$ cat src/rtl/dbg_irq_pkg.sv
`timescale 1ns/1ps
package dbg_irq_pkg;
  localparam int REG_W = 16;
  localparam int ADR_W = 3;

  typedef enum logic [ADR_W-1:0] {
    SEL_STATUS = 3'd0,
    SEL_MASK   = 3'd1,
    SEL_CLEAR  = 3'd2,
    SEL_ID0    = 3'd3,
    SEL_ID1    = 3'd4,
    SEL_ID2    = 3'd5,
    SEL_REV    = 3'd6
  } reg_sel_e;

  localparam logic [REG_W-1:0] ID_WORD0 = 16'hAAAA;
  localparam logic [REG_W-1:0] ID_WORD1 = 16'h5555;
  localparam logic [REG_W-1:0] ID_WORD2 = 16'hCAFE;
endpackage

$ cat src/rtl/dbg_irq_sync.sv
`timescale 1ns/1ps
module dbg_irq_sync #(
  parameter int               WIDTH  = 5,
  parameter int               STAGES = 2,
  parameter logic [WIDTH-1:0] IDLE   = '0
) (
  input  logic             clk,
  input  logic             rst_n,
  input  logic [WIDTH-1:0] d,
  output logic [WIDTH-1:0] q
);
  logic [WIDTH-1:0] stage_q [STAGES];

  for (genvar s = 0; s < STAGES; s++) begin : g_stage
    logic [WIDTH-1:0] stage_d;
    if (s == 0) begin : g_first
      assign stage_d = d;
    end else begin : g_next
      assign stage_d = stage_q[s-1];
    end
    always_ff @(posedge clk or negedge rst_n) begin
      if (!rst_n) stage_q[s] <= IDLE;
      else        stage_q[s] <= stage_d;
    end
  end

  assign q = stage_q[STAGES-1];
endmodule

$ cat src/rtl/dbg_irq_status.sv
`timescale 1ns/1ps
module dbg_irq_status #(
  parameter int NUM_SRC = 5
) (
  input  logic               clk,
  input  logic               rst_n,
  input  logic [NUM_SRC-1:0] src_hit,
  input  logic [NUM_SRC-1:0] clr,
  output logic [NUM_SRC-1:0] status
);
  logic [NUM_SRC-1:0] status_q, status_d;
  logic               status_en;

  always_comb begin
    status_d  = (status_q | src_hit) & ~clr;
    status_en = (status_d != status_q);
  end

  always_ff @(posedge clk or negedge rst_n) begin
    if (!rst_n)         status_q <= '0;
    else if (status_en) status_q <= status_d;
  end

  assign status = status_q;

  // sticky bits only fall under a clear
  p_sticky_r3: assert property (@(posedge clk) disable iff (!rst_n)
    1 |=> ((($past(status_q) & ~$past(clr)) & ~status_q) == '0));

  // an asserted, uncleared source is latched on the next edge
  p_set_r3: assert property (@(posedge clk) disable iff (!rst_n)
    1 |=> ((($past(src_hit) & ~$past(clr)) & ~status_q) == '0));

  // a held clear keeps its bits at zero
  p_clear_hold_r6: assert property (@(posedge clk) disable iff (!rst_n)
    1 |=> ((status_q & $past(clr)) == '0));
endmodule

$ cat src/rtl/dbg_irq_regs.sv
`timescale 1ns/1ps
module dbg_irq_regs
  import dbg_irq_pkg::*;
#(
  parameter int               NUM_SRC  = 5,
  parameter logic [REG_W-1:0] CODE_REV = 16'h0103
) (
  input  logic               clk,
  input  logic               rst_n,
  input  logic [ADR_W-1:0]   bus_addr,
  input  logic               bus_we,
  input  logic [REG_W-1:0]   bus_wdata,
  input  logic [NUM_SRC-1:0] status,
  output logic [REG_W-1:0]   mask,
  output logic [NUM_SRC-1:0] clr,
  output logic [REG_W-1:0]   bus_rdata
);
  logic [REG_W-1:0]   mask_q, mask_d;
  logic               mask_en;
  logic [NUM_SRC-1:0] clr_q, clr_d;
  logic               clr_en;
  logic [REG_W-1:0]   rdata_q, rdata_d;
  logic [REG_W-1:0]   status_word;

  always_comb begin
    mask_en = bus_we && (bus_addr == SEL_MASK);
    mask_d  = bus_wdata;
    clr_en  = bus_we && (bus_addr == SEL_CLEAR);
    clr_d   = bus_wdata[NUM_SRC-1:0];
  end

  always_comb begin
    status_word = '0;
    status_word[NUM_SRC-1:0] = status;
  end

  always_comb begin
    case (bus_addr)
      SEL_STATUS: rdata_d = status_word;
      SEL_MASK:   rdata_d = mask_q;
      SEL_ID0:    rdata_d = ID_WORD0;
      SEL_ID1:    rdata_d = ID_WORD1;
      SEL_ID2:    rdata_d = ID_WORD2;
      SEL_REV:    rdata_d = CODE_REV;
      default:    rdata_d = '0;
    endcase
  end

  always_ff @(posedge clk or negedge rst_n) begin
    if (!rst_n) begin
      mask_q  <= '1;
      clr_q   <= '0;
      rdata_q <= '0;
    end else begin
      if (mask_en) mask_q <= mask_d;
      if (clr_en)  clr_q  <= clr_d;
      rdata_q <= rdata_d;
    end
  end

  assign mask      = mask_q;
  assign clr       = clr_q;
  assign bus_rdata = rdata_q;

  p_id_word_r2: assert property (@(posedge clk) disable iff (!rst_n)
    1 |=> ($past(bus_addr) != SEL_ID2 || bus_rdata == 16'hCAFE));

  p_clear_reads_zero_r8: assert property (@(posedge clk) disable iff (!rst_n)
    1 |=> ($past(bus_addr) != SEL_CLEAR || bus_rdata == '0));

  p_mask_kept_r5: assert property (@(posedge clk) disable iff (!rst_n)
    !(bus_we && bus_addr == SEL_MASK) |=> $stable(mask_q));
endmodule

$ cat src/rtl/dbg_irq_hub.sv
`timescale 1ns/1ps
module dbg_irq_hub
  import dbg_irq_pkg::*;
#(
  parameter int                 NUM_SRC     = 5,
  parameter logic [NUM_SRC-1:0] SRC_ACT_LOW = 5'b00001,
  parameter logic [REG_W-1:0]   CODE_REV    = 16'h0103
) (
  input  logic               clk,
  input  logic               rst_n,
  input  logic [NUM_SRC-1:0] src_in,
  input  logic [ADR_W-1:0]   bus_addr,
  input  logic               bus_we,
  input  logic [REG_W-1:0]   bus_wdata,
  output logic [REG_W-1:0]   bus_rdata,
  output logic               irq_n
);
  logic [1:0]         rst_pipe_q;
  logic               rst_n_int;
  logic [NUM_SRC-1:0] src_sync, src_hit;
  logic [NUM_SRC-1:0] status_w, clr_w;
  logic [REG_W-1:0]   mask_w;
  logic [NUM_SRC-1:0] pending;
  logic               irq_n_q, irq_n_d;

  always_ff @(posedge clk or negedge rst_n) begin
    if (!rst_n) rst_pipe_q <= '0;
    else        rst_pipe_q <= {rst_pipe_q[0], 1'b1};
  end
  assign rst_n_int = rst_pipe_q[1];

  dbg_irq_sync #(.WIDTH(NUM_SRC), .STAGES(2), .IDLE(SRC_ACT_LOW)) u_sync (
    .clk   (clk),
    .rst_n (rst_n_int),
    .d     (src_in),
    .q     (src_sync)
  );

  assign src_hit = src_sync ^ SRC_ACT_LOW;

  dbg_irq_status #(.NUM_SRC(NUM_SRC)) u_status (
    .clk     (clk),
    .rst_n   (rst_n_int),
    .src_hit (src_hit),
    .clr     (clr_w),
    .status  (status_w)
  );

  dbg_irq_regs #(.NUM_SRC(NUM_SRC), .CODE_REV(CODE_REV)) u_regs (
    .clk       (clk),
    .rst_n     (rst_n_int),
    .bus_addr  (bus_addr),
    .bus_we    (bus_we),
    .bus_wdata (bus_wdata),
    .status    (status_w),
    .mask      (mask_w),
    .clr       (clr_w),
    .bus_rdata (bus_rdata)
  );

  always_comb begin
    pending = status_w & ~mask_w[NUM_SRC-1:0];
    irq_n_d = ~(|pending);
  end

  always_ff @(posedge clk or negedge rst_n_int) begin
    if (!rst_n_int) irq_n_q <= 1'b1;
    else            irq_n_q <= irq_n_d;
  end

  assign irq_n = irq_n_q;

  p_summary_r5: assert property (@(posedge clk) disable iff (!rst_n_int)
    1 |=> (irq_n == ~(|($past(status_w) & ~$past(mask_w[NUM_SRC-1:0])))));

  p_quiet_when_masked_r5: assert property (@(posedge clk) disable iff (!rst_n_int)
    (&mask_w[NUM_SRC-1:0]) |=> irq_n);
endmodule

$ cat config.mk
export PLATFORM = sky130hd
export DESIGN_NAME = dbg_irq_hub
export DESIGN_NICKNAME = d
export VERILOG_FILES = /design/src/rtl/dbg_irq_pkg.sv /design/src/rtl/dbg_irq_sync.sv /design/src/rtl/dbg_irq_status.sv /design/src/rtl/dbg_irq_regs.sv /design/src/rtl/dbg_irq_hub.sv
export SDC_FILE = /design/constraint.sdc
export NUM_CORES = 1
export LEC_CHECK = 0
export BUFFER_PORTS_ARGS = -buffer_cell sky130_fd_sc_hd__buf_4
export CORE_ASPECT_RATIO = 0.7
export CORE_MARGIN = 4
export CORE_UTILIZATION = 45
export CTS_CLUSTER_DIAMETER = 60
export DETAILED_ROUTE_END_ITERATION = 8
export PLACE_DENSITY_LB_ADDON = 0.2
export SYNTH_ARGS = -nofsm -noshare
export SYNTH_HDL_FRONTEND = slang
export SYNTH_HIERARCHICAL = 1
export SYNTH_SLANG_ARGS = --single-unit
$ cat constraint.sdc
create_clock -name clk -period 2.06 [get_ports clk]
set_clock_uncertainty 0.2 [all_clocks]
set_input_delay 0.618 -clock clk [delete_from_list [all_inputs] [get_ports clk]]
set_output_delay 0.618 -clock clk [all_outputs]
set_load 0.01 [all_outputs]
==> flow_summary.html, run 1 <==
<table>
<tr><th>Metric</th><th>Value</th></tr>
<tr><th colspan="2">Yosys</th></tr>
<tr><td>Mean instance size in the synthesized netlist</td><td>approximately 15 um^2</td></tr>
<tr><td>Combined area of all synthesized cells</td><td>2080 um^2</td></tr>
<tr><td>Net count after synthesis</td><td>around 170</td></tr>
<tr><td>Yosys synthesis warning count</td><td>6</td></tr>
<tr><td>Post-synthesis cell type count</td><td>27</td></tr>
<tr><td>Post-synthesis cell count</td><td>140</td></tr>
<tr><td>Yosys reg bits</td><td>55</td></tr>
<tr><td>Sequential fraction of the synthesis area</td><td>0.675</td></tr>
<tr><th colspan="2">CTS</th></tr>
<tr><td>Resized cells post-CTS</td><td>0</td></tr>
<tr><td>Number of setup buffers added after CTS</td><td>0</td></tr>
<tr><td>Cts bufs inserted</td><td>5</td></tr>
<tr><td>Clk slew on worst S/H paths</td><td>about 0.090 ns</td></tr>
<tr><td>Root Buffer Master</td><td>sky130_fd_sc_hd__clkbuf_8</td></tr>
<tr><td>H-tree levels</td><td>2</td></tr>
<tr><td>Clock latency reported for the late side of the worst-skew pair</td><td>~0.29 ns</td></tr>
<tr><td>Number of hold-repair buffers added at the cts stage</td><td>1</td></tr>
<tr><td>CTS Buffer Depth</td><td>2</td></tr>
<tr><td>Clock sink count</td><td>55</td></tr>
<tr><td>Clock tree from TritonCTS</td><td>built</td></tr>
<tr><th colspan="2">Run status</th></tr>
<tr><td>Status</td><td>completed</td></tr>
<tr><th colspan="2">Drt</th></tr>
<tr><td>Vias</td><td>1218</td></tr>
<tr><td>Number of detailed-routing iterations run before antenna repair</td><td>4</td></tr>
<tr><td>Number of vias per cell after detailed routing</td><td>4.93</td></tr>
<tr><td>Number of routed nets with antenna violations</td><td>0</td></tr>
<tr><td>DRT Wirelength</td><td>3730 um</td></tr>
<tr><td>Average routed wire per standard cell</td><td>~15 um</td></tr>
<tr><td>Violation count after the first detailed-routing iteration</td><td>52</td></tr>
<tr><td>Count of unresolved DRC violations after routing</td><td>0</td></tr>
<tr><th colspan="2">Floorplanning</th></tr>
<tr><td>Number of standard-cell rows in the floorplan</td><td>20</td></tr>
<tr><td>Effective utilization at floorplan</td><td>0.471</td></tr>
<tr><td>Die area</td><td>approximately 5800 um^2</td></tr>
<tr><td>Vert. Die Dim</td><td>64.8 um</td></tr>
<tr><td>Horizontal die dimension</td><td>89.2 um</td></tr>
<tr><td>Area of the core</td><td>approximately 4400 um^2</td></tr>
<tr><td>Top Ports</td><td>44</td></tr>
<tr><th colspan="2">Critical path</th></tr>
<tr><td>Data arrival at the endpoint of the critical path</td><td>0.93 ns</td></tr>
<tr><td>Required time reported for the critical path endpoint</td><td>1.24 ns</td></tr>
<tr><td>Register-to-register setup slack</td><td>0.90 ns</td></tr>
<tr><td>Total buffers and inverters traversed by the critical path</td><td>1</td></tr>
<tr><td>Maximum cell stage delay along the critical path</td><td>between 0.5 and 0.6 ns</td></tr>
<tr><td>Startpoint type of the worst setup path</td><td>flop</td></tr>
<tr><td>R2r endpoint</td><td>u_regs/bus_rdata[4]$_DFF_PN0_</td></tr>
<tr><td>Cell type group with the largest total delay on the critical path</td><td>flip-flops</td></tr>
<tr><td>Timing startpoint of the critical path</td><td>irq_n$_DFF_PN1_</td></tr>
<tr><td>Master of the slowest instance on the critical path</td><td>sky130_fd_sc_hd__dfstp_2</td></tr>
<tr><td>R2R cell count</td><td>3</td></tr>
<tr><td>Crit Path Class</td><td>reg2out</td></tr>
<tr><td>Reg2reg start</td><td>u_status/status[4]$_DFFE_PN0P_</td></tr>
<tr><td>Critical Path End Type</td><td>output port</td></tr>
<tr><td>Worst Path Max Fanout</td><td>1</td></tr>
<tr><td>Sequence of cells on the critical path</td><td>buf_4</td></tr>
<tr><th colspan="2">Pwr</th></tr>
<tr><td>Cell Pwr Density</td><td>952 nW/um^2</td></tr>
<tr><td>Overall power after layout</td><td>2.50 mW</td></tr>
<tr><td>Worst IR drop on VDD</td><td>between 0.4 and 0.5 mV</td></tr>
<tr><td>Cell leakage power</td><td>about 1.2 nW</td></tr>
<tr><th colspan="2">STA</th></tr>
<tr><td>Pins Over Slew Limit</td><td>0</td></tr>
<tr><td>Final period util</td><td>0.847</td></tr>
<tr><td>Setup Total Neg Slack</td><td>0 ns</td></tr>
<tr><td>Minimum clock period</td><td>1.75 ns</td></tr>
<tr><td>Count of endpoints failing hold in the final timing report</td><td>0</td></tr>
<tr><td>Pin slew with the least headroom to its limit</td><td>0.561 ns</td></tr>
<tr><td>Max Fclk</td><td>0.573 GHz</td></tr>
<tr><td>Setup repair after global routing missed its margin</td><td>false</td></tr>
<tr><td>Worst slew margin</td><td>0.626</td></tr>
<tr><td>Worst hold margin</td><td>roughly 0.066 ns</td></tr>
<tr><td>Setup-violating endpoint count in the final report</td><td>0</td></tr>
<tr><th colspan="2">Place</th></tr>
<tr><td>Count of buffers inserted at the top-level ports</td><td>43</td></tr>
<tr><td>Routability congestion estimate from global placement</td><td>0.723</td></tr>
<tr><td>Placed instance area</td><td>roughly 2500 um^2</td></tr>
<tr><td>DPL Wire Length</td><td>approximately 2800 um</td></tr>
<tr><th colspan="2">Layout</th></tr>
<tr><td>Final Instance Area</td><td>2620 um^2</td></tr>
<tr><td>Ant. Diodes</td><td>0</td></tr>
<tr><td>Util after Layout</td><td>0.596</td></tr>
<tr><td>Number of nets in the finished design</td><td>approximately 220</td></tr>
<tr><td>Post-synthesis to final-layout area growth</td><td>26.4%</td></tr>
<tr><td>Share of layout cells above drive strength 1</td><td>0.536</td></tr>
<tr><th colspan="2">Global route</th></tr>
<tr><td>Total grt overflow</td><td>0</td></tr>
<tr><td>Number of global-route vias before repair</td><td>1292</td></tr>
<tr><td>Global-route usage over all layers</td><td>0.143</td></tr>
<tr><td>Wire length of the first global-routing pass</td><td>between 6000 and 7000 um</td></tr>
<tr><td>Pin count of the biggest net entering global routing</td><td>29</td></tr>
<tr><td>Antenna violations before repair</td><td>0</td></tr>
<tr><th colspan="2">Worst hold path</th></tr>
<tr><td>Hold/Removal Path Class</td><td>reg2async</td></tr>
<tr><th colspan="2">Flow run</th></tr>
<tr><td>Number of maximum-capacitance violations</td><td>0</td></tr>
</table>
-- cells in the mapped netlist (all sizes together) --
cell    count  area share
nor2b       4       0.019
nor3b       1      0.0036
dfstp      19        0.24
clkbuf      5      0.0090
xor2        1      0.0042
o21ai       5       0.012
inv         6       0.011
nand2b      1      0.0030
or2         1      0.0030
nor3        1      0.0048
nand3       3      0.0072
a21boi      1      0.0036
nand2       4      0.0072
a21oi       6       0.014
conb        1      0.0018
o22ai       2      0.0060
a211oi      2      0.0072
and3        2      0.0060
buf         2       0.015
mux2       21        0.13
dfrtp      36        0.43
nor2        5      0.0090
o21a        6       0.022
o21ba       5       0.024
-- how the worst max path moves through the flow --
| stage | to | slack [ns] | cells past startpoint |
|---|---|---|---|
| 2_1_floorplan | u_regs/bus_rdata[0]$_DFF_PN0_ | 0.25 | 0 |
| 3_3_place_gp | u_regs/clr[0]$_DFFE_PN0P_ | 0.15 | 4 |
| 3_5_place_dp | u_regs/clr[2]$_DFFE_PN0P_ | 0.10 | 4 |
| 4_1_cts | irq_n | 0.30 | 1 |
| 5_1_grt | irq_n | 0.27 | 1 |
| 6_report | irq_n | 0.31 | 1 |
-- where the power goes --
part / internal [mW] / total, mW / leakage, nW / switching (mW)
clock network: 0.393 / 0.716 / 0.0612 / 0.322
logic: 0.245 / 0.388 / 0.536 / 0.143
registers: 1.30 / 1.40 / 0.639 / 0.0994
total: 1.93 / 2.50 / 1.24 / 0.565
-- state kept, by name, indices dropped and copies added, names as in the netlist --
name,flops
irq_n,1
rst_pipe_q,2
u_regs/bus_rdata,16
u_regs/clr,5
u_regs/mask,16
u_status/status,5
u_sync/g_stage.stage_d,5
u_sync/q,5
-- layout by cell type, fill, tap and decap left out, drive strengths merged, types with 2 or more instances in the layout --
cell | Yosys | layout
a211oi | 2 | 2
a21oi | 6 | 6
and3 | 2 | 2
buf | 2 | 50
clkbuf | 5 | 6
dfrtp | 36 | 36
dfstp | 19 | 19
inv | 6 | 6
mux2 | 21 | 21
nand2 | 4 | 4
nand3 | 3 | 3
nor2 | 5 | 5
nor2b | 4 | 4
o21a | 6 | 6
o21ai | 5 | 5
o21ba | 5 | 5
o22ai | 2 | 2
-- per-layer routing --
layer | track usage | wire (um) | vias up
li1 | - | - | 573
met1 | 0.201 | 1740 | 609
met2 | 0.213 | 1740 | 32
met3 | 0.0432 | 228 | 4
met4 | 0.0428 | 25 | 0
met5 | 0 | 0 | -
-- cell families (layout without fill, tap and decap cells) --
kind of cell / after synthesis / after routing / synth area share
compound gates: 27 / 27 / 0.0892
xor+xnor: 1 / 1 / 0.00422
buf+inv: 13 / 65 / 0.0350
flops: 55 / 55 / 0.675
mux: 21 / 21 / 0.132
other cells: 1 / 1 / 0.00181
simple gates: 22 / 22 / 0.0633
-- area by class of cell --
| cell class | count | area [um^2] |
|---|---|---|
| clock inverters | 2 | 35.0 |
| inverters | 6 | 22.5 |
| fillers | 346 | 1780 |
| well taps | 55 | 68.8 |
| repair buffers | 51 | 410 |
| clock buffers | 6 | 82.6 |
| multi-input cells | 72 | 603 |
| flip-flops and latches | 55 | 1400 |
-- per-stage QoR --
step / cells / worst slack, ns
after global placement: 238 / 0.151
after floorplan: 140 / 0.249
after global routing: 247 / 0.268
after detailed placement: 238 / 0.101
final: 247 / 0.314
after CTS: 247 / 0.303
No activity file was read; power rests on OpenSTA's default activity.
==> run 2, diff against run 1 <==
- clock period: 2.06 -> 1.5 ns (I/O delays scaled with it)
==> run 2 against run 1 <==
- the run now ends with negative setup slack left
- first-iteration DRC count shrank 13%
- clock power up 5.9%
- worst hold slack got worse by 0.013 ns
- count of clock-buffer cells in the layout rose by 1
- setup slack got worse by 0.39 ns
- sequential power increased by 36%
- combinational power is 43% higher
- cell area unchanged
- die area is the same
- via count unchanged
- critical path type unchanged
- highest routed layer unchanged
==> flow_summary.html, run 2 (synthesized netlist as in run 1, its figures left out) <==
<table>
<tr><th>Metric</th><th>Value</th></tr>
<tr><th colspan="2">Worst hold path</th></tr>
<tr><td>Critical hold path startpoint</td><td>src_in[4]</td></tr>
<tr><td>Count of cells along the worst hold path</td><td>1</td></tr>
<tr><td>Hold/Removal Path Class</td><td>in2reg (was reg2async)</td></tr>
<tr><td>Sink of the worst hold path</td><td>u_sync/g_stage[1].stage_d[4]$_DFF_PN0_</td></tr>
<tr><th colspan="2">Place</th></tr>
<tr><td>Routability congestion estimate from global placement</td><td>0.745 (was 0.723)</td></tr>
<tr><td>Placed instance area</td><td>2510 um^2 (was 2500 um^2)</td></tr>
<tr><td>Count of buffers inserted at the top-level ports</td><td>43 (unchanged)</td></tr>
<tr><td>DPL Wire Length</td><td>2850 um (was 2810 um)</td></tr>
<tr><th colspan="2">Critical path</th></tr>
<tr><td>Reg2reg start</td><td>u_status/status[4]$_DFFE_PN0P_ (unchanged)</td></tr>
<tr><td>Startpoint type of the worst setup path</td><td>flop (unchanged)</td></tr>
<tr><td>R2r endpoint</td><td>u_regs/bus_rdata[4]$_DFF_PN0_ (unchanged)</td></tr>
<tr><td>Maximum cell stage delay along the critical path</td><td>0.53 ns (about the same)</td></tr>
<tr><td>Worst Path Max Fanout</td><td>1 (unchanged)</td></tr>
<tr><td>Master of the slowest instance on the critical path</td><td>sky130_fd_sc_hd__dfstp_2 (unchanged)</td></tr>
<tr><td>Timing startpoint of the critical path</td><td>irq_n$_DFF_PN1_ (unchanged)</td></tr>
<tr><td>Total buffers and inverters traversed by the critical path</td><td>1 (unchanged)</td></tr>
<tr><td>Data arrival at the endpoint of the critical path</td><td>0.92 ns (was 0.93 ns)</td></tr>
<tr><td>Critical Path End Type</td><td>output port (unchanged)</td></tr>
<tr><td>Sequence of cells on the critical path</td><td>buf_6 (was buf_4)</td></tr>
<tr><td>Crit Path Class</td><td>reg2out (unchanged)</td></tr>
<tr><td>Register-to-register setup slack</td><td>0.34 ns (was 0.90 ns)</td></tr>
<tr><td>Required time reported for the critical path endpoint</td><td>0.85 ns (was 1.24 ns)</td></tr>
<tr><td>Cell type group with the largest total delay on the critical path</td><td>flip-flops (unchanged)</td></tr>
<tr><td>R2R cell count</td><td>3 (unchanged)</td></tr>
<tr><th colspan="2">CTS</th></tr>
<tr><td>H-tree levels</td><td>2 (unchanged)</td></tr>
<tr><td>Clock latency reported for the late side of the worst-skew pair</td><td>0.30 ns (was 0.29 ns)</td></tr>
<tr><td>Root Buffer Master</td><td>sky130_fd_sc_hd__clkbuf_8 (unchanged)</td></tr>
<tr><td>Clock sink count</td><td>55 (unchanged)</td></tr>
<tr><td>CTS Buffer Depth</td><td>2 (unchanged)</td></tr>
<tr><td>Cts bufs inserted</td><td>5 (unchanged)</td></tr>
<tr><td>Number of setup buffers added after CTS</td><td>0 (unchanged)</td></tr>
<tr><td>Clock tree from TritonCTS</td><td>built (unchanged)</td></tr>
<tr><td>Clk slew on worst S/H paths</td><td>0.09 ns (about the same)</td></tr>
<tr><th colspan="2">STA</th></tr>
<tr><td>Minimum clock period</td><td>1.57 ns</td></tr>
<tr><td>Setup repair after global routing missed its margin</td><td>true (was false)</td></tr>
<tr><td>Setup-violating endpoint count in the final report</td><td>1 (was 0)</td></tr>
<tr><td>Final period util</td><td>1.05</td></tr>
<tr><td>Max Fclk</td><td>roughly 0.64 GHz</td></tr>
<tr><td>Pins Over Slew Limit</td><td>0 (unchanged)</td></tr>
<tr><td>Worst hold margin</td><td>0.0538 ns (was 0.0664 ns)</td></tr>
<tr><td>Pin slew with the least headroom to its limit</td><td>0.555 ns (was 0.561 ns)</td></tr>
<tr><td>Count of endpoints failing hold in the final timing report</td><td>0 (unchanged)</td></tr>
<tr><td>Worst slew margin</td><td>0.627 (was 0.626)</td></tr>
<tr><td>Final worst-path setup slack</td><td>-0.0734 ns (was 0.314 ns)</td></tr>
<tr><th colspan="2">Drt</th></tr>
<tr><td>DRT Wirelength</td><td>3770 um (was 3730 um)</td></tr>
<tr><td>Number of detailed-routing iterations run before antenna repair</td><td>4 (unchanged)</td></tr>
<tr><td>Violation count after the first detailed-routing iteration</td><td>45 (was 52)</td></tr>
<tr><td>Number of vias per cell after detailed routing</td><td>4.87 (was 4.93)</td></tr>
<tr><td>Number of routed nets with antenna violations</td><td>0 (unchanged)</td></tr>
<tr><td>Average routed wire per standard cell</td><td>15.1 um (about the same)</td></tr>
<tr><td>Vias</td><td>1218 (unchanged)</td></tr>
<tr><td>Count of unresolved DRC violations after routing</td><td>0 (unchanged)</td></tr>
<tr><th colspan="2">Layout</th></tr>
<tr><td>Ant. Diodes</td><td>0 (unchanged)</td></tr>
<tr><td>Share of layout cells above drive strength 1</td><td>0.533 (was 0.536)</td></tr>
<tr><td>Filler Cell Count</td><td>364 (was 346)</td></tr>
<tr><td>Commonest cells after routing, fill and taps aside</td><td>45 x sky130_fd_sc_hd__buf_4, 35 x sky130_fd_sc_hd__dfrtp_1, 19 x sky130_fd_sc_hd__dfstp_2 (was 48 x sky130_fd_sc_hd__buf_4, 35 x sky130_fd_sc_hd__dfrtp_1, 19 x sky130_fd_sc_hd__dfstp_2)</td></tr>
<tr><td>Post-synthesis to final-layout area growth</td><td>26.4% (unchanged)</td></tr>
<tr><td>Most common cell after layout, fill and taps aside</td><td>sky130_fd_sc_hd__buf_4 (unchanged)</td></tr>
<tr><td>Number of nets in the finished design</td><td>221 (was 218)</td></tr>
<tr><td>Final Instance Area</td><td>2620 um^2 (unchanged)</td></tr>
<tr><th colspan="2">Floorplanning</th></tr>
<tr><td>Die area</td><td>5780 um^2 (unchanged)</td></tr>
<tr><td>Top Ports</td><td>44 (unchanged)</td></tr>
<tr><td>Effective utilization at floorplan</td><td>0.471 (unchanged)</td></tr>
<tr><td>Vert. Die Dim</td><td>64.8 um (unchanged)</td></tr>
<tr><td>Number of standard-cell rows in the floorplan</td><td>20 (unchanged)</td></tr>
<tr><td>Horizontal die dimension</td><td>89.2 um (unchanged)</td></tr>
<tr><td>Area of the core</td><td>4400 um^2 (unchanged)</td></tr>
<tr><th colspan="2">Pwr</th></tr>
<tr><td>Worst IR drop on VDD</td><td>0.659 mV (was 0.431 mV)</td></tr>
<tr><td>Cell Pwr Density</td><td>1230 nW/um^2 (was 952 nW/um^2)</td></tr>
<tr><td>Cell leakage power</td><td>1.23 nW (was 1.24 nW)</td></tr>
<tr><th colspan="2">Run status</th></tr>
<tr><td>Failing checks</td><td>negative setup slack</td></tr>
<tr><td>Status</td><td>finished, violations left (was completed)</td></tr>
<tr><th colspan="2">Global route</th></tr>
<tr><td>Antenna violations before repair</td><td>0 (unchanged)</td></tr>
<tr><td>Number of global-route vias before repair</td><td>1281 (was 1292)</td></tr>
<tr><td>Total grt overflow</td><td>0 (unchanged)</td></tr>
<tr><td>Wire length of the first global-routing pass</td><td>6250 um (was 6270 um)</td></tr>
<tr><td>Pin count of the biggest net entering global routing</td><td>30 (was 29)</td></tr>
<tr><td>Global-route usage over all layers</td><td>0.145 (was 0.143)</td></tr>
<tr><th colspan="2">Flow run</th></tr>
<tr><td>Number of maximum-capacitance violations</td><td>0 (unchanged)</td></tr>
</table>
==> run 2: how the worst max path moves through the flow <==
stage	endpoint	depth (start not counted)	slack [ns]
floorplan	u_regs/mask[10]$_DFFE_PN1P_	5	-0.12
global placement	u_regs/clr[2]$_DFFE_PN0P_	4	-0.26
detailed placement	u_regs/clr[0]$_DFFE_PN0P_	4	-0.26
CTS	irq_n	1	-0.08
global route	irq_n	1	-0.11
finish	irq_n	1	-0.07
==> run 2: worst reg2reg max path: stages, from the launching register on <==
cell and delay (ns):
sky130_fd_sc_hd__dfrtp_1 0.42, sky130_fd_sc_hd__nor2b_1 0.15, sky130_fd_sc_hd__a211oi_1 0.22, sky130_fd_sc_hd__nor2_1 0.06
==> run 2: timing repair <==
item | 4_1_cts | 5_1_grt
pin swaps | 0 | 0
hold buffers | 1 | 0
hold endpoints to repair | 2 | 0
endpoints found under the setup margin | 1 | 7
cloned | 0 | 0
gates resized for setup | 1 | 6
==> run 2: stage by stage <==
stage                util  setup TNS (ns)  power, mW  instances  worst slack, ns
finish              0.596         -0.0734       3.22        250          -0.0734
global route        0.596          -0.130       3.41        250           -0.112
floorplan               -           -1.29       2.24        140           -0.120
CTS                 0.591         -0.0847       3.26        250          -0.0847
detailed placement  0.569           -5.20       2.48        241           -0.264
global placement    0.569           -4.60       2.46        241           -0.265
==> run 2: area by class of cell <==
class	count	area (um^2)	share of cell area
clock buffer	7	76.3	0.0291
clock inverter	1	5.00	0.00191
inverter	6	22.5	0.00858
multi-input combinational	72	603	0.230
sequential	55	1400	0.534
tap	55	68.8	0.0262
timing repair buffer	54	447	0.170
==> run 2: metal layers <==
| layer | track usage | vias to the layer above | wire (um) |
|---|---|---|---|
| li1 | - | 583 | - |
| met1 | 0.198 | 605 | 1660 |
| met2 | 0.225 | 25 | 1850 |
| met3 | 0.0419 | 5 | 219 |
| met4 | 0.0446 | 0 | 40 |
| met5 | 0 | - | 0 |
==> run 2: power by group <==
part	switching [mW]	total (mW)	internal [mW]	leakage, nW
Combinational	0.203	0.555	0.352	0.553
Clock	0.429	0.758	0.328	0.0422
Sequential	0.131	1.91	1.78	0.639
Total	0.764	3.22	2.46	1.23
